==> config.mk <==
export PLATFORM = sky130hd
export DESIGN_NAME = irc_carrier_gen
export DESIGN_NICKNAME = d
export VERILOG_FILES = /design/src/rtl/irc_pkg.sv /design/src/rtl/irc_ctrl.sv /design/src/rtl/irc_dpath.sv /design/src/rtl/irc_carrier_gen.sv
export SDC_FILE = /design/constraint.sdc
export NUM_CORES = 1
export LEC_CHECK = 0
export ABC_CLOCK_PERIOD_IN_PS = 4900
export CORE_MARGIN = 4
export CORE_UTILIZATION = 35
export DETAILED_ROUTE_END_ITERATION = 8
export SKIP_LAST_GASP = 1
export SYNTH_ARGS = -nofsm -noshare
export SYNTH_HDL_FRONTEND = slang
export SYNTH_SLANG_ARGS = --single-unit
==> constraint.sdc <==
create_clock -name clk -period 4.9 [get_ports clk]
set_input_delay 0.49 -clock clk [delete_from_list [all_inputs] [get_ports clk]]
set_output_delay 0.49 -clock clk [all_outputs]
set_load 0.05 [all_outputs]
==> src/rtl/irc_pkg.sv <==
package irc_pkg;
  localparam int SEL_W   = 3;
  localparam int MAX_DIV = 192;
  localparam int CNT_W   = $clog2(MAX_DIV);

  typedef logic [SEL_W-1:0] selT;
  typedef logic [CNT_W-1:0] cntT;

  // Control-to-datapath strobes: exactly one is set in every cycle.
  typedef struct packed {
    logic clr;    // gate off: stop and park outputs
    logic start;  // begin a new period, latch select
    logic adv;    // step within current period
  } strobeT;

  function automatic cntT periodLen(selT s);
    case (s)
      3'd0:    periodLen = cntT'(8);
      3'd1:    periodLen = cntT'(16);
      3'd2:    periodLen = cntT'(64);
      3'd3:    periodLen = cntT'(96);
      3'd4:    periodLen = cntT'(128);
      3'd5:    periodLen = cntT'(192);
      default: periodLen = cntT'(1);   // steady high: one-cycle "period"
    endcase
  endfunction

  function automatic cntT highLen(selT s);
    cntT p;
    p = periodLen(s);
    if (p < cntT'(3)) highLen = cntT'(1);
    else              highLen = p / cntT'(3);
  endfunction
endpackage

==> src/rtl/irc_ctrl.sv <==
module irc_ctrl
  import irc_pkg::*;
(
  input  logic   clk,
  input  logic   rstN,
  input  logic   gate,
  input  logic   lastCycle,
  output strobeT stb
);
  logic running;

  always_ff @(posedge clk) begin
    if (!rstN) running <= 1'b0;
    else       running <= gate;
  end

  always_comb begin
    stb.clr   = !gate;
    stb.start = gate && (!running || lastCycle);
    stb.adv   = gate && running && !lastCycle;
  end
endmodule

==> src/rtl/irc_dpath.sv <==
module irc_dpath
  import irc_pkg::*;
(
  input  logic   clk,
  input  logic   rstN,
  input  selT    divSel,
  input  strobeT stb,
  output logic   lastCycle,
  output logic   remOut,
  output logic   ledN
);
  localparam cntT ONE = cntT'(1);

  cntT cnt;
  selT curSel;
  cntT cntNext;
  cntT lenM1;

  assign lenM1     = periodLen(curSel) - ONE;
  assign lastCycle = (cnt == lenM1);
  assign cntNext   = cnt + ONE;

  always_ff @(posedge clk) begin
    if (!rstN) begin
      cnt    <= '0;
      curSel <= '0;
      remOut <= 1'b0;
      ledN   <= 1'b1;
    end else if (stb.clr) begin
      cnt    <= '0;
      remOut <= 1'b0;
      ledN   <= 1'b1;
    end else if (stb.start) begin
      cnt    <= '0;
      curSel <= divSel;
      remOut <= 1'b1;
      ledN   <= 1'b0;
    end else if (stb.adv) begin
      cnt    <= cntNext;
      remOut <= (cntNext < highLen(curSel));
      ledN   <= 1'b0;
    end
  end
endmodule

==> src/rtl/irc_carrier_gen.sv <==
module irc_carrier_gen
  import irc_pkg::*;
(
  input  logic             clk,
  input  logic             rstN,
  input  logic [SEL_W-1:0] divSel,
  input  logic             gate,
  output logic             remOut,
  output logic             ledN
);
  strobeT stb;
  logic   lastCycle;

  irc_ctrl u_ctrl (
    .clk       (clk),
    .rstN      (rstN),
    .gate      (gate),
    .lastCycle (lastCycle),
    .stb       (stb)
  );

  irc_dpath u_dpath (
    .clk       (clk),
    .rstN      (rstN),
    .divSel    (divSel),
    .stb       (stb),
    .lastCycle (lastCycle),
    .remOut    (remOut),
    .ledN      (ledN)
  );
endmodule

=== Yosys cells after proc, flatten, opt, wreduce, memory -nomap -nowiden ===
Index checks and enable logic that the tools add are counted.

* Logic and storage cells: 43
* Register bits after elaboration: 14
* Output and inout bits: 2
* Bits of input ports: 6

* Bitwise logic cells: 2
* Equality and inequality tests: 6
* Magnitude comparators: 2
* Add/sub/neg operators: 2
* Mux-type cells: 14
* Reductions and logical operators: 11
* Divide/modulo/power cells: 1

{| class="wikitable"
|+ Operator list
! cell !! number
|-
| two-way mux 8 bit || 9
|-
| case mux 8 bit (6 select lines) || 1
|-
| adder 8 x 1 -> 8 bit, second input constant || 1
|-
| divider 8 x 2 -> 8 bit, second input constant || 1
|-
| equality test 8 bit || 1
|-
| < comparator 8 x 2 -> 1 bit, second input constant || 1
|-
| < comparator 8 bit || 1
|-
| subtractor 8 x 1 -> 8 bit, second input constant || 1
|-
| equality test 3 x 2 -> 1 bit, second input constant || 2
|-
| equality test 3 bit, second input constant || 2
|-
| two-way mux 1 bit || 4
|-
| AND reduction 2 bit || 2
|-
| equality test 3 x 1 -> 1 bit, second input constant || 1
|-
| logical AND 1 bit || 3
|-
| zero test 3 bit || 1
|-
| OR reduction 3 bit || 1
|-
| zero test 1 bit || 2
|-
| NOT 1 bit || 2
|-
| nonzero test 2 bit || 1
|-
| logical OR 1 bit || 1
|}

=== Longest topological paths before layout ===
Gate-level depths: netlist of run 1.

* Depth after elaboration: 19
* Mapped depth: 23
* Depth with buffers taken out: 20

=== Hierarchy ===
From an unflattened synthesis of run 1, not the netlist that was laid out.

* Cell total of the unflattened synthesis: 202
* Area, all modules: 1579.0 um^2

{| class="wikitable"
|+ Modules (own cells, without submodules)
! module !! times used !! cells each !! sequential area each (um^2) !! area an instance (um^2)
|-
| irc_dpath || 1 || 196 || 260.2 || 1530.2
|-
| irc_ctrl || 1 || 6 || 20.0 || 48.8
|}

=== Least setup slack after synthesis of run 1 ===
OpenSTA, ideal clock, no wires.

* Path kind: reg-to-reg
* Start: register u_dpath.curSel[0]
* End: register u_dpath.remOut
* Slack: 0.704 ns
* Setup time: 0.132 ns
* Path buffers: 4
* Data required time: 4.768 ns
* Arrival: 4.064 ns
* Clock period less this slack: 4.196 ns
* Cell stages (with the launch flop): 24
* Cell sequence: dfxtp_1 buf_2 clkbuf_1 and2_1 ha_1 clkbuf_1 nand2b_1 a21oi_1 o211ai_1 ha_1 clkbuf_1 a21oi_1 nand3_1 mux2_2 nand2b_1 ha_1 nand3_1 o21ai_0 ha_1 o21ai_0 a21oi_1 inv_1 o311ai_2 o211ai_1

* Cells in the longest elaborated chain, start to end: 15
* Elaborated cells on any way between the ends: 28
* Those cells by class: add/sub (1); div (1); order compare (2); eq/ne (6); mux (12); reduce/logical (6)

{| class="wikitable"
|+ Ends and longest elaborated chain
! item !! RTL line !! RTL
|-
| from (decl) || irc_dpath.sv:15 || <nowiki>selT curSel;</nowiki>
|-
| from (signal assigned) || irc_dpath.sv:35 || <nowiki>curSel <= divSel;</nowiki>
|-
| equality test 3 bit, or another cell as far along || irc_pkg.sv:17 || <nowiki>case (s)</nowiki>
|-
| case mux 8 bit (6 select lines) (*) || irc_pkg.sv:17 ||
|-
| two-way mux 8 bit || irc_dpath.sv:38 || <nowiki>end else if (stb.adv) begin</nowiki>
|-
| two-way mux 8 bit || irc_dpath.sv:33 || <nowiki>end else if (stb.start) begin</nowiki>
|-
| two-way mux 8 bit || irc_dpath.sv:29 || <nowiki>end else if (stb.clr) begin</nowiki>
|-
| two-way mux 8 bit || irc_dpath.sv:24 || <nowiki>if (!rstN) begin</nowiki>
|-
| divider 8 x 2 -> 8 bit / < comparator 8 x 2 -> 1 bit (equally long branches) || irc_pkg.sv:32, irc_pkg.sv:31 ||
|-
| two-way mux 8 bit || irc_pkg.sv:31 || <nowiki>if (p < cntT'(3)) highLen = cntT'(1);</nowiki>
|-
| two-way mux 8 bit || irc_dpath.sv:38 ||
|-
| two-way mux 8 bit || irc_dpath.sv:33 ||
|-
| two-way mux 8 bit || irc_dpath.sv:29 ||
|-
| two-way mux 8 bit || irc_dpath.sv:24 ||
|-
| < comparator 8 bit || irc_dpath.sv:40 || <nowiki>remOut <= (cntNext < highLen(curSel));</nowiki>
|-
| two-way mux 1 bit || irc_dpath.sv:38 ||
|-
| two-way mux 1 bit || irc_dpath.sv:33 ||
|-
| to (signal assigned) || irc_dpath.sv:40 ||
|-
| to (decl) || irc_dpath.sv:9 || <nowiki>output logic remOut,</nowiki>
|}

Every way passes the cells marked *; elsewhere a longest branch is shown, timed or not. The select of a mux whose other input is x is not followed.
A chain may end at the register's enable or synchronous reset.

=== Worst setup path after layout of run 1 ===
* Start: register u_dpath.curSel[1]
* End: register u_dpath.remOut

The elaborated chain is that of the path after synthesis.

==> summary.md, run 1 <==
| Metric | Value |
|---|---|
| Antenna violations before repair | 0 |
| CTS tree | yes |
| Buffers on Ports | 7 |
| DPL Wire Length | between 2000 and 2500 µm |
| H-tree depth | 1 |
| Fin crit share | 84.2% |
| Hold Buf Count CTS | 0 |
| Post-Syn Instances | 179 |
| Overall routing resource usage | 13.5% |
| Metal3 WL | between 100 and 150 µm |
| Tmin final | just over 4000 ps |
| First-pass iteration count of the detailed router | 4 |
| Clock Sinks | 14 |
| Clock Tree Buf Depth | 2 |
| Max Used Layer | met4 |
| Initial Utilization | between 30% and 40% |
| Pwr Total | 335 µW |
| Die Y | between 70 and 80 µm |
| Vias in the first global route | 1294 |
| Comb pwr share | 30.7% |
| Maximum clock rate | between 0.2 and 0.25 GHz |
| Placed cells | roughly 230 |
| Syn_nets | a little under 200 |
| Final Hold Vio Count | 0 |
| DRT iter0 DRCs | 74 |
| Relative slew slack | around 65% |
| Nets | a little under 200 |
| Most used cell, CP | ha_1 |
| Crit path kind | reg2reg |
| Number of enable flip-flop cells after synthesis | 0 |
| Fin cells | 230 |
| #FFs+latches synth | 14 |
| Routed WL | between 3000 and 4000 µm |
| Fin Clk Skew | 5.37 ps |
| Startpoint types | register |
| Routed len/inst | 14.2 µm |
| Post-CTS Resized | 0 |
| Clock Latency Late Sink | ~240 ps |
| Core Area | 3690 µm² |
| Drt drc | 0 |
| Net Sw Frac | between 30% and 40% |
| Final Max Slew Viols | 0 |
| Vias/cell | between 5 and 6 |
| Routed met2 length | between 1000 and 1500 µm |
| Die area | ~5000 µm² |
| Synth Flop Type | dfxtp_1 |
| Worst-path cell chain | nor2b_1 > and2_1 > ha_1 > nand2b_1 > a21oi_1 > o211ai_1 > ha_1 > buf_4 > a21oi_1 > nand3_1 > mux2_2 > nand2b_1 > ha_1 > nand3_1 > o21ai_0 > ha_1 > o21ai_0 > a21oi_1 > inv_1 > o311ai_2 > o211ai_1 |
| Register area share after synthesis | about 21% |
| Unrepaired setup endpoints after global routing | false |
| CP top delay family | compound AO/OA/AOI/OAI gates |
| Largest net degree at the start of global routing | 32 |
| Pleak | 0.585 nW |
| Clock buffer count from CTS | 3 |
| CP Buf/Inv Count | 2 |
| FFs w/ async S/R, synth | 0% |
| PwrDens | around 220 nW/µm² |
| Maxcap violations | 0 |
| Peak supply drop | 0.111 mV |
| Syn Area/Cell | between 7 and 8 µm² |
| Clock power share | roughly a third |
| Number of placed I/O pins | 8 |
| Worst Path Required | between 5000 and 6000 ps |
| Register share of total power | a little over a third |
| Layout area overhead | 12.3% |
| Post-route ant nets | 0 |
| Switch Pwr | just over 100 µW |
| Setup TNS | 0 ps |
| Clock root buffer | clkbuf_8 |
| Cell internal pwr | roughly 230 µW |
| Hold/Removal Path Class | reg2reg |
| Syn. warnings | 0 |
| Mapped Area | roughly 1400 µm² |
| Worst setup EP type | register |
| Synth area leader | dfxtp_1 |
| Antenna cells | 0 |
| CP max FO | 14 |
| RePlAce Congestion | ~0.94 |
| Critical Path AT | between 4000 and 5000 ps |
| First-pass GRT wire length | 5670 µm |
| Synth area leaders | dfxtp_1 (21%), ha_1 (9.2%), a31oi_1 (4.6%) |
| Worst-Margin Slew | roughly 520 ps |
| Top-area cell type share of the netlist area | roughly 21% |
| CP peak stage delay | 320 ps |
| Worst path slowest cell | dfxtp_1 |
| M1 WL | between 1500 and 2000 µm |
| Postcts setup bufs | 0 |
| Clock transition at path regs | ~60 ps |
| GRT overflow | 0 |
| Outcome | completed |
| Rows | 22 |
| Count of unique library cells instantiated by Yosys | 46 |
| X dimension of the die | about 70 µm |
| Top-count cell post-synth | dfxtp_1 |
| Vias after detailed routing | between 1000 and 1500 |
| Top cells by count, synth | dfxtp_1 (14), nand2_1 (12), nor2_1 (12), o21ai_0 (12) |
| Number of setup violations in the final report | 0 |
| Share of layout cells above drive strength 1 | under 10% |
-- power by group through the flow --
stage / Combinational, mW / Clock (mW) / Sequential [mW]
final: 0.103 / 0.113 / 0.119
after global routing: 0.116 / 0.120 / 0.120
after CTS: 0.103 / 0.115 / 0.119
after detailed placement: 0.102 / 0 / 0.122
after global placement: 0.0989 / 0 / 0.122
after floorplan: 0.0711 / 0 / 0.128
-- placed cells by master (no fill, tap or decap), types with 3 or more instances in the layout --
| cell type | count |
|---|---|
| a31oi_1 | 10 |
| nor2b_1 | 8 |
| ha_1 | 10 |
| nand4_1 | 3 |
| a21oi_1 | 10 |
| nand3_1 | 5 |
| clkdlybuf4s50_1 | 7 |
| nand2b_1 | 4 |
| o311a_1 | 3 |
| xor2_1 | 5 |
| xnor2_1 | 5 |
| nor3_1 | 5 |
| o21ai_0 | 12 |
| and3_1 | 8 |
| dfxtp_1 | 14 |
| nand2_1 | 12 |
| clkbuf_8 | 4 |
| buf_4 | 5 |
| nor2_1 | 12 |
| o211ai_1 | 4 |
| inv_1 | 7 |
-- layer usage --
layer / global-route usage, % / vias to the layer above
met5: 0 / -
met4: 2.77 / 0
met3: 2.45 / 2
met2: 22.7 / 23
met1: 17.9 / 615
li1: - / 681
-- sequential cells by signal (all words and copies together), names as in the netlist --
| signal | count |
|---|---|
| u_dpath.curSel | 3 |
| u_dpath.cnt | 8 |
| u_dpath.ledN | 1 |
| u_ctrl.running | 1 |
| u_dpath.remOut | 1 |
-- cell families (layout without fill, tap and decap cells) --
kind of cell    Yosys count  in the layout  share of synthesized area (%)
simple gates             65             65                           25.8
compound gates           57             57                           29.4
buf+inv                  20             23                           6.10
flops                    14             14                           20.7
fa+ha+maj                10             10                           9.24
xor+xnor                 10             10                           6.47
mux                       3              3                           2.31
-- metrics by stage --
step	util (%)	area [µm²]	worst slack, ps	hold WS (ps)
3_3_place_gp	39.7	1470	940	496
3_5_place_dp	39.7	1470	804	498
6_report	41.2	1520	773	520
2_1_floorplan	-	1350	704	453
4_1_cts	41.2	1520	775	514
5_1_grt	41.2	1520	398	550
-- final cells by class --
class	count	area, µm²
multi-input combinational	145	991
clock buffer	4	55.1
timing repair buffer	12	108
tap	48	60.1
sequential	14	280
inverter	7	26.3
fill	385	2170
-- path summary, 6_finish.rpt --
path	end	start	depth (start not counted)	slack, ps
worst max-delay path	u_dpath.remOut$_SDFFE_PN0P_	u_dpath.curSel[1]$_SDFFE_PN0P_	21	770
worst min-delay path	u_dpath.cnt[0]$_SDFFE_PP0P_	u_dpath.cnt[0]$_SDFFE_PP0P_	1	520
worst max register to register	u_dpath.remOut$_SDFFE_PN0P_	u_dpath.curSel[1]$_SDFFE_PN0P_	21	770
worst min register to register	u_dpath.cnt[0]$_SDFFE_PP0P_	u_dpath.cnt[0]$_SDFFE_PP0P_	1	520
No activity file was read; power rests on OpenSTA's default activity.
==> run 2, diff against run 1 <==
- ABC_CLOCK_PERIOD_IN_PS: 4900 -> 3940
- clock period: 4.9 -> 3.94 ns (I/O delays scaled with it)
==> run 2 against run 1 <==
  * First-iteration DRC count up 51%
  * Worst hold slack worse by 16 ps
  * Sequential share of layout area down 0.94 points
  * Critical path depth down 1
  * Largest power group unchanged
  * Critical endpoint unchanged
  * Wire length up 4.2%
  * Critical path type unchanged
  * Via count up 4.3%
==> summary.md, run 2 (synthesis gave the netlist of run 1 again) <==
| Metric | Value |
|---|---|
| Most frequent cells in the layout | nor2_1 (12), o21ai_0 (12), dfxtp_1 (12) |
| Clock Sinks | 14 |
| Clock buffer count from CTS | 3 |
| Clock root buffer | clkbuf_8 |
| Register share of total power | approximately 34% |
| Vias after detailed routing | 1378 |
| Critical Path AT | roughly 3800 ps |
| Worst-Margin Slew | 490 ps |
| Max reg flops | 8 |
| Layout area overhead | 19.4% |
| Clock transition at path regs | roughly 60 ps |
| Share of layout cells above drive strength 1 | about 15% |
| CP max FO | 4 |
| X dimension of the die | 70.2 µm |
| Reg with most FFs | u_dpath.cnt |
| Antenna cells | 0 |
| Number of setup violations in the final report | 0 |
| Fin cells | around 240 |
| Routed len/inst | roughly 14 µm |
| Outcome | completed |
| Final Max Slew Viols | 0 |
| Buffers on Ports | 7 |
| Vias/cell | about 6 |
| Tmin final | about 3700 ps |
| Vias in the first global route | between 1000 and 1500 |
| Worst setup EP type | register |
| Initial Utilization | between 30% and 40% |
| Fin Clk Skew | 1.74 ps |
| Post-route ant nets | 0 |
| Die Y | 70.2 µm |
| First-pass GRT wire length | ~6000 µm |
| Antenna violations before repair | 0 |
| Switch Pwr | approximately 130 µW |
| Comb pwr share | around a third |
| Net Sw Frac | between 30 and 40% |
| H-tree depth | 1 |
| DPL Wire Length | roughly 2400 µm |
| Maximum clock rate | approximately 0.27 GHz |
| Core Area | 3690 µm² |
| CTS tree | yes |
| Clock Latency Late Sink | about 250 ps |
| Peak supply drop | 0.228 mV |
| Routed WL | 3400 µm |
| DRT iter0 DRCs | about 110 |
| Fillers | roughly 380 |
| Startpoint types | register |
| GRT overflow | 0 |
| Clock power share | roughly a third |
| Number of placed I/O pins | 8 |
| PwrDens | between 200 and 300 nW/µm² |
| Largest net degree at the start of global routing | 32 |
| Final Util | between 40% and 50% |
| Hold Buf Count CTS | 0 |
| Hold_ws | between 500 and 600 ps |
| Cell internal pwr | ~300 µW |
| Pre-CTS setup slack | roughly 240 ps |
| Maxcap violations | 0 |
| Hold/Removal Path Class | reg2reg |
| Worst Path Required | slightly above 4000 ps |
| RePlAce Congestion | around 0.88 |
| Top flop regs | u_dpath.cnt (8), u_dpath.curSel (3) |
| Clock Tree Buf Depth | 2 |
| First-pass iteration count of the detailed router | 4 |
| Rows | 22 |
| FF-to-FF setup slack | 270 ps |
| Die area | around 4900 µm² |
| Setup WS post-layout | 272 ps |
| Fin crit share | slightly above 90% |
| Relative slew slack | roughly 67% |
| Overall routing resource usage | 14.5% |
| Crit path kind | reg2reg |
| Nets | approximately 200 |
| Final Hold Vio Count | 0 |
| Drt drc | 0 |
| Setup TNS | 0 ps |
| Placed cells | approximately 230 |
| Pleak | between 0.6 and 0.7 nW |
==> run 2: changes by cell type in the layout (fill, tap and decap cells not counted), sizes merged <==
| cell | before | now |
|---|---|---|
| buf | 5 | 10 |
==> run 2: final timing paths <==
check             cells after the start                     endpoint                      startpoint
setup / recovery                     20  u_dpath.remOut$_SDFFE_PN0P_  u_dpath.curSel[1]$_SDFFE_PN0P_
hold / removal                        1  u_dpath.cnt[0]$_SDFFE_PP0P_     u_dpath.cnt[0]$_SDFFE_PP0P_
setup reg to reg                     20  u_dpath.remOut$_SDFFE_PN0P_  u_dpath.curSel[1]$_SDFFE_PN0P_
hold reg to reg                       1  u_dpath.cnt[0]$_SDFFE_PP0P_     u_dpath.cnt[0]$_SDFFE_PP0P_
==> run 2: worst max-delay path, cell delays in order, from the launching register on <==
cell and delay (ps):
dfxtp_2 320, nor2b_4 120, and2_1 170, ha_4 280, nand2b_4 120, a21oi_1 60
o211ai_1 270, ha_2 250, a21oi_1 40, nand3_1 130, mux2_4 320, nand2b_1 150
ha_2 200, nand3_1 70, o21ai_0 100, ha_2 320, o21ai_0 70, a21oi_1 180
inv_1 70, o311ai_2 200, o211ai_1 120
==> run 2: layout make-up <==
cell class                      count  area, µm²  area share [%]
Sequential cell                    14        283            17.5
Multi-Input combinational cell    145       1040            64.3
Timing Repair Buffer               17        153            9.44
Inverter                            7       26.3            1.63
Clock buffer                        4       55.1            3.41
Tap cell                           48       60.1            3.72
==> run 2: repair_timing <==
item,in CTS,in global routing
setup buffers,0,3
hold endpoints to repair,0,0
setup endpoints to repair,0,1
resized for setup,0,12
==> run 2: power by group through the flow <==
| stage | clock network [mW] | registers [mW] | logic (mW) |
|---|---|---|---|
| after floorplan | 0 | 0.159 | 0.0925 |
| final | 0.140 | 0.149 | 0.143 |
| after detailed placement | 0 | 0.151 | 0.131 |
| after global placement | 0 | 0.151 | 0.126 |
| after global routing | 0.151 | 0.149 | 0.158 |
| after CTS | 0.142 | 0.148 | 0.131 |
==> run 2: routing by layer <==
metal	wire length [µm]	track usage, %
met2	1650	25.0
met4	35	5.32
met3	150	1.87
met1	1560	18.3
met5	0	0
==> run 2: stage by stage <==
step           cell area [µm²]  total power [mW]
2_1_floorplan             1380             0.251
3_3_place_gp              1490             0.278
3_5_place_dp              1490             0.282
4_1_cts                   1540             0.422
5_1_grt                   1620             0.459
6_report                  1620             0.432
